**src/rtl/remap_pkg.sv**
```systemverilog
package remap_pkg;
  localparam int DATA_W    = 32;
  localparam int REG_OFF_W = 8;
  localparam int PG_SHIFT  = 12;
  localparam int VLD_BIT   = 31;

  localparam logic [REG_OFF_W-1:0] OFF_CTRL  = 8'h24;
  localparam logic [REG_OFF_W-1:0] OFF_PGSEL = 8'h28;
  localparam logic [REG_OFF_W-1:0] OFF_PTE   = 8'h2C;

  localparam logic [DATA_W-1:0] FRAME_MASK =
    ~((DATA_W'(1) << PG_SHIFT) - DATA_W'(1)) & ~(DATA_W'(1) << VLD_BIT);

  typedef enum logic [1:0] {
    ACC_NONE,
    ACC_CTRL,
    ACC_PGSEL,
    ACC_PTE
  } acc_e;

  typedef struct packed {
    logic              valid;
    logic              fault;
    logic [DATA_W-1:0] addr;
  } lk_res_t;
endpackage

```
**src/rtl/remap_regs.sv**
```systemverilog
module remap_regs
  import remap_pkg::*;
#(
  parameter logic [DATA_W-1:0] APER_BASE  = 32'h5800_0000,
  parameter int                PAGE_COUNT = 64,
  parameter int                IDX_W      = 6
) (
  input  logic                 clk,
  input  logic                 rst_n,
  input  logic                 reg_sel,
  input  logic                 reg_wr,
  input  logic [REG_OFF_W-1:0] reg_off,
  input  logic [DATA_W-1:0]    reg_wdata,
  output logic [DATA_W-1:0]    reg_rdata,
  input  logic [DATA_W-1:0]    pte_rdata,
  output logic                 en_q,
  output logic [IDX_W-1:0]     sel_idx,
  output logic                 pte_we,
  output logic [DATA_W-1:0]    pte_wdata
);
  localparam logic [DATA_W:0] SPAN = (DATA_W+1)'(PAGE_COUNT) << PG_SHIFT;

  acc_e              acc;
  logic [DATA_W-1:0] rel;
  logic              in_ap;
  logic              en_d, en_ce;
  logic [IDX_W-1:0]  idx_q, idx_d;
  logic              idx_ce;
  logic [DATA_W-1:0] rd_q, rd_d;
  logic              rd_ce;

  // offset decode
  always_comb begin
    case (reg_off)
      OFF_CTRL:  acc = ACC_CTRL;
      OFF_PGSEL: acc = ACC_PGSEL;
      OFF_PTE:   acc = ACC_PTE;
      default:   acc = ACC_NONE;
    endcase
  end

  // aperture check on the selector write value
  always_comb begin
    rel   = reg_wdata - APER_BASE;
    in_ap = (reg_wdata >= APER_BASE) && ({1'b0, rel} < SPAN);
  end

  // next state
  always_comb begin
    en_ce  = reg_sel && reg_wr && (acc == ACC_CTRL);
    en_d   = reg_wdata[0];
    idx_ce = reg_sel && reg_wr && (acc == ACC_PGSEL) && in_ap;
    idx_d  = rel[PG_SHIFT +: IDX_W];
    rd_ce  = reg_sel && !reg_wr;
    case (acc)
      ACC_CTRL:  rd_d = {{(DATA_W-1){1'b0}}, en_q};
      ACC_PGSEL: rd_d = APER_BASE + (DATA_W'(idx_q) << PG_SHIFT);
      ACC_PTE:   rd_d = pte_rdata;
      default:   rd_d = '0;
    endcase
  end

  // registers
  always_ff @(posedge clk or negedge rst_n) begin
    if (!rst_n) begin
      en_q  <= 1'b0;
      idx_q <= '0;
      rd_q  <= '0;
    end else begin
      if (en_ce)  en_q  <= en_d;
      if (idx_ce) idx_q <= idx_d;
      if (rd_ce)  rd_q  <= rd_d;
    end
  end

  assign sel_idx   = idx_q;
  assign reg_rdata = rd_q;
  assign pte_we    = reg_sel && reg_wr && (acc == ACC_PTE);
  assign pte_wdata = reg_wdata;
endmodule

```
**src/rtl/remap_table.sv**
```systemverilog
module remap_table
  import remap_pkg::*;
#(
  parameter int PAGE_COUNT = 64,
  parameter int IDX_W      = 6,
  parameter int NRD        = 2
) (
  input  logic              clk,
  input  logic              rst_n,
  input  logic              we,
  input  logic [IDX_W-1:0]  widx,
  input  logic [DATA_W-1:0] wdata,
  input  logic [IDX_W-1:0]  rd_idx  [NRD],
  output logic [DATA_W-1:0] rd_data [NRD]
);
  logic [DATA_W-1:0] mem [PAGE_COUNT];

  always_ff @(posedge clk or negedge rst_n) begin
    if (!rst_n) begin
      for (int i = 0; i < PAGE_COUNT; i++) mem[i] <= '0;
    end else if (we) begin
      mem[widx] <= wdata;
    end
  end

  // independent combinational read ports: old contents until the edge
  for (genvar p = 0; p < NRD; p++) begin : g_rd
    assign rd_data[p] = mem[rd_idx[p]];
  end
endmodule

```
**src/rtl/remap_lookup.sv**
```systemverilog
module remap_lookup
  import remap_pkg::*;
#(
  parameter logic [DATA_W-1:0] APER_BASE  = 32'h5800_0000,
  parameter int                PAGE_COUNT = 64,
  parameter int                IDX_W      = 6
) (
  input  logic              clk,
  input  logic              rst_n,
  input  logic              en,
  input  logic              lk_valid,
  input  logic [DATA_W-1:0] lk_addr,
  output logic [IDX_W-1:0]  lk_idx,
  input  logic [DATA_W-1:0] entry,
  output lk_res_t           res
);
  localparam logic [DATA_W:0] SPAN = (DATA_W+1)'(PAGE_COUNT) << PG_SHIFT;

  logic [DATA_W-1:0] rel;
  logic              in_ap;
  logic              hit;
  lk_res_t           res_d, res_q;
  logic              res_ce;

  always_comb begin
    rel    = lk_addr - APER_BASE;
    in_ap  = (lk_addr >= APER_BASE) && ({1'b0, rel} < SPAN);
    lk_idx = rel[PG_SHIFT +: IDX_W];
    hit    = en && in_ap && entry[VLD_BIT];
    res_d.valid = lk_valid;
    res_d.fault = lk_valid && !hit;
    res_d.addr  = (lk_valid && hit) ?
                  ((entry & FRAME_MASK) |
                   {{(DATA_W-PG_SHIFT){1'b0}}, lk_addr[PG_SHIFT-1:0]}) : '0;
    res_ce = lk_valid || res_q.valid;
  end

  always_ff @(posedge clk or negedge rst_n) begin
    if (!rst_n) begin
      res_q <= '0;
    end else if (res_ce) begin
      res_q <= res_d;
    end
  end

  assign res = res_q;
endmodule

```
**src/rtl/aperture_remap.sv**
```systemverilog
module aperture_remap
  import remap_pkg::*;
#(
  parameter logic [31:0] APER_BASE  = 32'h5800_0000,
  parameter int          PAGE_COUNT = 64
) (
  input  logic        clk,
  input  logic        rst_n,
  input  logic        reg_sel,
  input  logic        reg_wr,
  input  logic [7:0]  reg_off,
  input  logic [31:0] reg_wdata,
  output logic [31:0] reg_rdata,
  input  logic        lk_valid,
  input  logic [31:0] lk_addr,
  output logic        res_valid,
  output logic [31:0] res_addr,
  output logic        res_fault
);
  localparam int IDX_W = (PAGE_COUNT > 1) ? $clog2(PAGE_COUNT) : 1;

  logic [1:0]        rst_pipe;
  logic              rst_sync_n;
  logic              en_q;
  logic [IDX_W-1:0]  sel_idx;
  logic              pte_we;
  logic [DATA_W-1:0] pte_wdata;
  logic [IDX_W-1:0]  lk_idx;
  logic [IDX_W-1:0]  rd_idx  [2];
  logic [DATA_W-1:0] rd_data [2];
  lk_res_t           res;

  // asynchronous assert, synchronous release
  always_ff @(posedge clk or negedge rst_n) begin
    if (!rst_n) rst_pipe <= 2'b00;
    else        rst_pipe <= {rst_pipe[0], 1'b1};
  end
  assign rst_sync_n = rst_pipe[1];

  remap_regs #(
    .APER_BASE (APER_BASE),
    .PAGE_COUNT(PAGE_COUNT),
    .IDX_W     (IDX_W)
  ) u_regs (
    .clk      (clk),
    .rst_n    (rst_sync_n),
    .reg_sel  (reg_sel),
    .reg_wr   (reg_wr),
    .reg_off  (reg_off),
    .reg_wdata(reg_wdata),
    .reg_rdata(reg_rdata),
    .pte_rdata(rd_data[0]),
    .en_q     (en_q),
    .sel_idx  (sel_idx),
    .pte_we   (pte_we),
    .pte_wdata(pte_wdata)
  );

  assign rd_idx[0] = sel_idx;
  assign rd_idx[1] = lk_idx;

  remap_table #(
    .PAGE_COUNT(PAGE_COUNT),
    .IDX_W     (IDX_W),
    .NRD       (2)
  ) u_table (
    .clk    (clk),
    .rst_n  (rst_sync_n),
    .we     (pte_we),
    .widx   (sel_idx),
    .wdata  (pte_wdata),
    .rd_idx (rd_idx),
    .rd_data(rd_data)
  );

  remap_lookup #(
    .APER_BASE (APER_BASE),
    .PAGE_COUNT(PAGE_COUNT),
    .IDX_W     (IDX_W)
  ) u_lookup (
    .clk     (clk),
    .rst_n   (rst_sync_n),
    .en      (en_q),
    .lk_valid(lk_valid),
    .lk_addr (lk_addr),
    .lk_idx  (lk_idx),
    .entry   (rd_data[1]),
    .res     (res)
  );

  assign res_valid = res.valid;
  assign res_fault = res.fault;
  assign res_addr  = res.addr;
endmodule

```
**config.mk**
```make
export PLATFORM = sky130hd
export DESIGN_NAME = aperture_remap
export DESIGN_NICKNAME = d
export VERILOG_FILES = /design/src/rtl/remap_pkg.sv /design/src/rtl/remap_regs.sv /design/src/rtl/remap_table.sv /design/src/rtl/remap_lookup.sv /design/src/rtl/aperture_remap.sv
export SDC_FILE = /design/constraint.sdc
export NUM_CORES = 2
export LEC_CHECK = 0
export ABC_AREA = 1
export BUFFER_PORTS_ARGS = -buffer_cell sky130_fd_sc_hd__buf_4
export CAP_MARGIN = 20
export CORE_MARGIN = 3
export CORE_UTILIZATION = 50
export CTS_CLUSTER_SIZE = 8
export DETAILED_ROUTE_END_ITERATION = 10
export PLACE_DENSITY = 0.71
export SLEW_MARGIN = 20
export SYNTH_ARGS = -nofsm -noshare
export SYNTH_HDL_FRONTEND = slang
export SYNTH_SLANG_ARGS = --single-unit
```
**constraint.sdc**
```tcl
create_clock -name clk -period 147.6 [get_ports clk]
set_clock_uncertainty 0.2 [all_clocks]
set_input_delay 14.76 -clock clk [delete_from_list [all_inputs] [get_ports clk]]
set_output_delay 14.76 -clock clk [all_outputs]
set_load 0.01 [all_outputs]
```
==> run metrics <==
status finished, final reports clean; worst hold slack 0.135 ns; cts bufs inserted 315; Critical Path Max Stage Delay 0.79 ns; dpl cells 16000; Port Buf Inserts 141; Synth cell types 40; Max Slew Vio Count 0; Layout Utilization 0.538; Critical Path Sink Type flop; hold crit path type flop to flop; Pre-antenna DRT Iters 7; Worst Max-Slew Pin Slew 1.18 ns; Mapped Cells 14000; Post-Synthesis Cell Area 0.109 sq mm; Power Density 10.9 mW/mm^2; Top cell by count, worst path nand2_1; synth top area cells dfrtp_1 (49%), nand2_1 (17%), o21ai_1 (4.9%); area leader, netlist dfrtp_1; Setup CP Type input pin to flop; Resize count post-CTS 0; GPL Wtd Cong 0.890; WP data arrival 19.67 ns; num ports 143; CTS Buffer Depth 4; relative slew slack 0.215; leakage power 54.0 nW; final hold vios 0; CTS tree built; Final Non-Filler Cells 16300; Yosys Warn Count 0; GRT Total Usage 0.329; min cycle time layout 19.01 ns; core area 0.217 sq mm; sequential fraction of the synthesis area 0.485; Mean Syn Cell Area 7.82 sq um; depth of the CTS H-tree 5; RSZ-0062 raised after global routing false; initial detailed-routing violation count 14000; worst vdd ir 10.5 uV; max cap viols 0; clock-pin slew on the worst setup and hold paths 0.05 ns; Post-Route WL 374 mm; Final nets 13500; final setup TNS 0 ns; Synth top area share 0.485; GRT overflow 0; Filler Cells Inserted 20300; row count 171; number of synthesized flops with an enable pin 0; clk_lat worst skew 0.96 ns; Startpoint Class input pin; vias in the first global route 92100; die width 474 um; register bit total from synthesis 2122; Vias/cell 6.01; Top FF cell, synth dfrtp_1; leading cell type by number of instances after synthesis nand2_1; synthesis-to-layout area growth 6.87%; average wire per standard cell 22.9 um; Crit-path slowest cell buf_4; clock root cell clkbuf_16; Post-DP Area 0.109 sq mm; Syn Nets 14100; cell area after layout 0.117 sq mm; WP data required 148.26 ns; starting density of the core 0.504; highest clock rate 52.6 MHz; global-route wire length before repair 571 mm; largest net degree at the start of global routing 173; fraction of layout cells with a size suffix above 1 0.0960; Post-DP HPWL 201 mm; final critical-path share of the clock period 0.129; drt drc 0; Routed Antenna Nets 0; total number of vias 98100; DIE HEIGHT 474 um; Synth top cells by count nand2_1 (4896), dfrtp_1 (2122), o21ai_1 (1075), nor2_1 (1000), o21ai_0 (846); TritonCTS Sinks 2122; initial antenna violation count 6; CTS Hold Buffers Added 0; share of flip-flops with an asynchronous set or reset 1.00; Final setup viols 0; crit-path cells buf_8 > inv_8 > buf_4 > buf_12 > buf_4 > nand2_1 > nand3_1 > nand3_1 > nand3_1 > nand2_1 > o21ai_0 > nand2_1 > nor2_1 > nand2_1 > nand2_1; largest fanout on the critical path 171; die area 0.225 sq mm; post-CTS setup buffer count 0
[sequential cells by signal, indices dropped and copies added (netlist names)]
register / count
u_regs.reg_rdata: 32
u_table.mem: 2048
u_regs.en_q: 1
rst_pipe: 2
u_lookup.res: 33
u_regs.sel_idx: 6
[report_power, final]
| group | internal (W) | switching (W) |
|---|---|---|
| registers | 0.000583 | 0.000000521 |
| clock network | 0.000377 | 0.000250 |
| logic | 0.0000109 | 0.0000498 |
| total | 0.000971 | 0.000300 |
[cell type report]
type                    instances  area, sq um  area share
clock buffers                 322         7990      0.0683
diodes                          3         7.51   0.0000642
well taps                    2854         3570      0.0305
inverters                     531         2030      0.0174
clock inverters                 7         61.3    0.000524
multi-input cells           10200        47700       0.408
flip-flops and latches       2122        53100       0.454
repair buffers                304         2530      0.0216
[layout by cell type, fill, tap and decap left out, types with 3 or more instances in the layout]
| master | count |
|---|---|
| clkbuf_1 | 3 |
| o22a_1 | 77 |
| inv_6 | 8 |
| nand3b_1 | 22 |
| a21oi_1 | 314 |
| nand3_4 | 9 |
| inv_2 | 37 |
| inv_1 | 487 |
| dfrtp_1 | 2118 |
| nand2_8 | 48 |
| dfrtp_4 | 4 |
| nor2_2 | 3 |
| clkbuf_16 | 319 |
| nor2_8 | 6 |
| o22ai_1 | 460 |
| buf_12 | 18 |
| nand4_1 | 58 |
| inv_8 | 3 |
| o211ai_1 | 26 |
| nand2_1 | 4884 |
| buf_4 | 283 |
| nor2_4 | 8 |
| o21ai_0 | 846 |
| nor3_1 | 67 |
| nand2_2 | 15 |
| o21ai_2 | 509 |
| diode_2 | 3 |
| nor3_4 | 5 |
| nor2_1 | 993 |
| nor3_2 | 3 |
| nand3_1 | 731 |
| or2_2 | 8 |
| o21ai_1 | 1075 |
[per-stage QoR]
step                worst slack [ns]  power (W)
floorplan                      83.87   0.000633
global placement              127.99   0.000653
detailed placement            127.98   0.000653
CTS                           128.92    0.00128
global route                  128.56    0.00131
finish                        128.59    0.00127
[critical path, delay by kind of cell]
| kind | cells | cell delay (ns) |
|---|---|---|
| and+or+nand+nor | 9 | 0.95 |
| AOI/OAI and AO/OA | 1 | 0.50 |
| buffers and inverters | 5 | 3.17 |
[metal layers]
| metal | vias up | GRT usage | part of all wire |
|---|---|---|---|
| li1 | 44600 | - | - |
| met1 | 46500 | 0.443 | 0.39 |
| met2 | 5838 | 0.493 | 0.43 |
| met3 | 1191 | 0.0687 | 0.11 |
| met4 | 2 | 0.187 | 0.063 |
| met5 | - | 0 | 0.000045 |
[final timing paths]
path                                            end  slack, ns               from  cells after the start
max in group asynchronous               rst_pipe[1]     133.73              rst_n                      1
worst max register to register  u_regs.reg_rdata[4]     141.81  u_regs.sel_idx[1]                     12
worst min register to register          rst_pipe[1]       0.13        rst_pipe[0]                      0
min in group asynchronous         u_table.mem[1641]       0.16        rst_pipe[1]                      0
worst max-delay path               u_lookup.res[26]     128.59        lk_addr[12]                     15
worst min-delay path                    rst_pipe[1]       0.13        rst_pipe[0]                      0
[kinds of logic (layout without fill, tap and decap cells)]
family	Yosys count	after routing	synth area share
AOI/OAI and AO/OA	3313	3313	0.178
adders and majority gates	2	2	0.000229
buffers and inverters	1705	1164	0.0810
DFF	2122	2122	0.485
other	2	5	0.0000686
and+or+nand+nor	6864	6864	0.256
(Power assumes the default switching activity.)
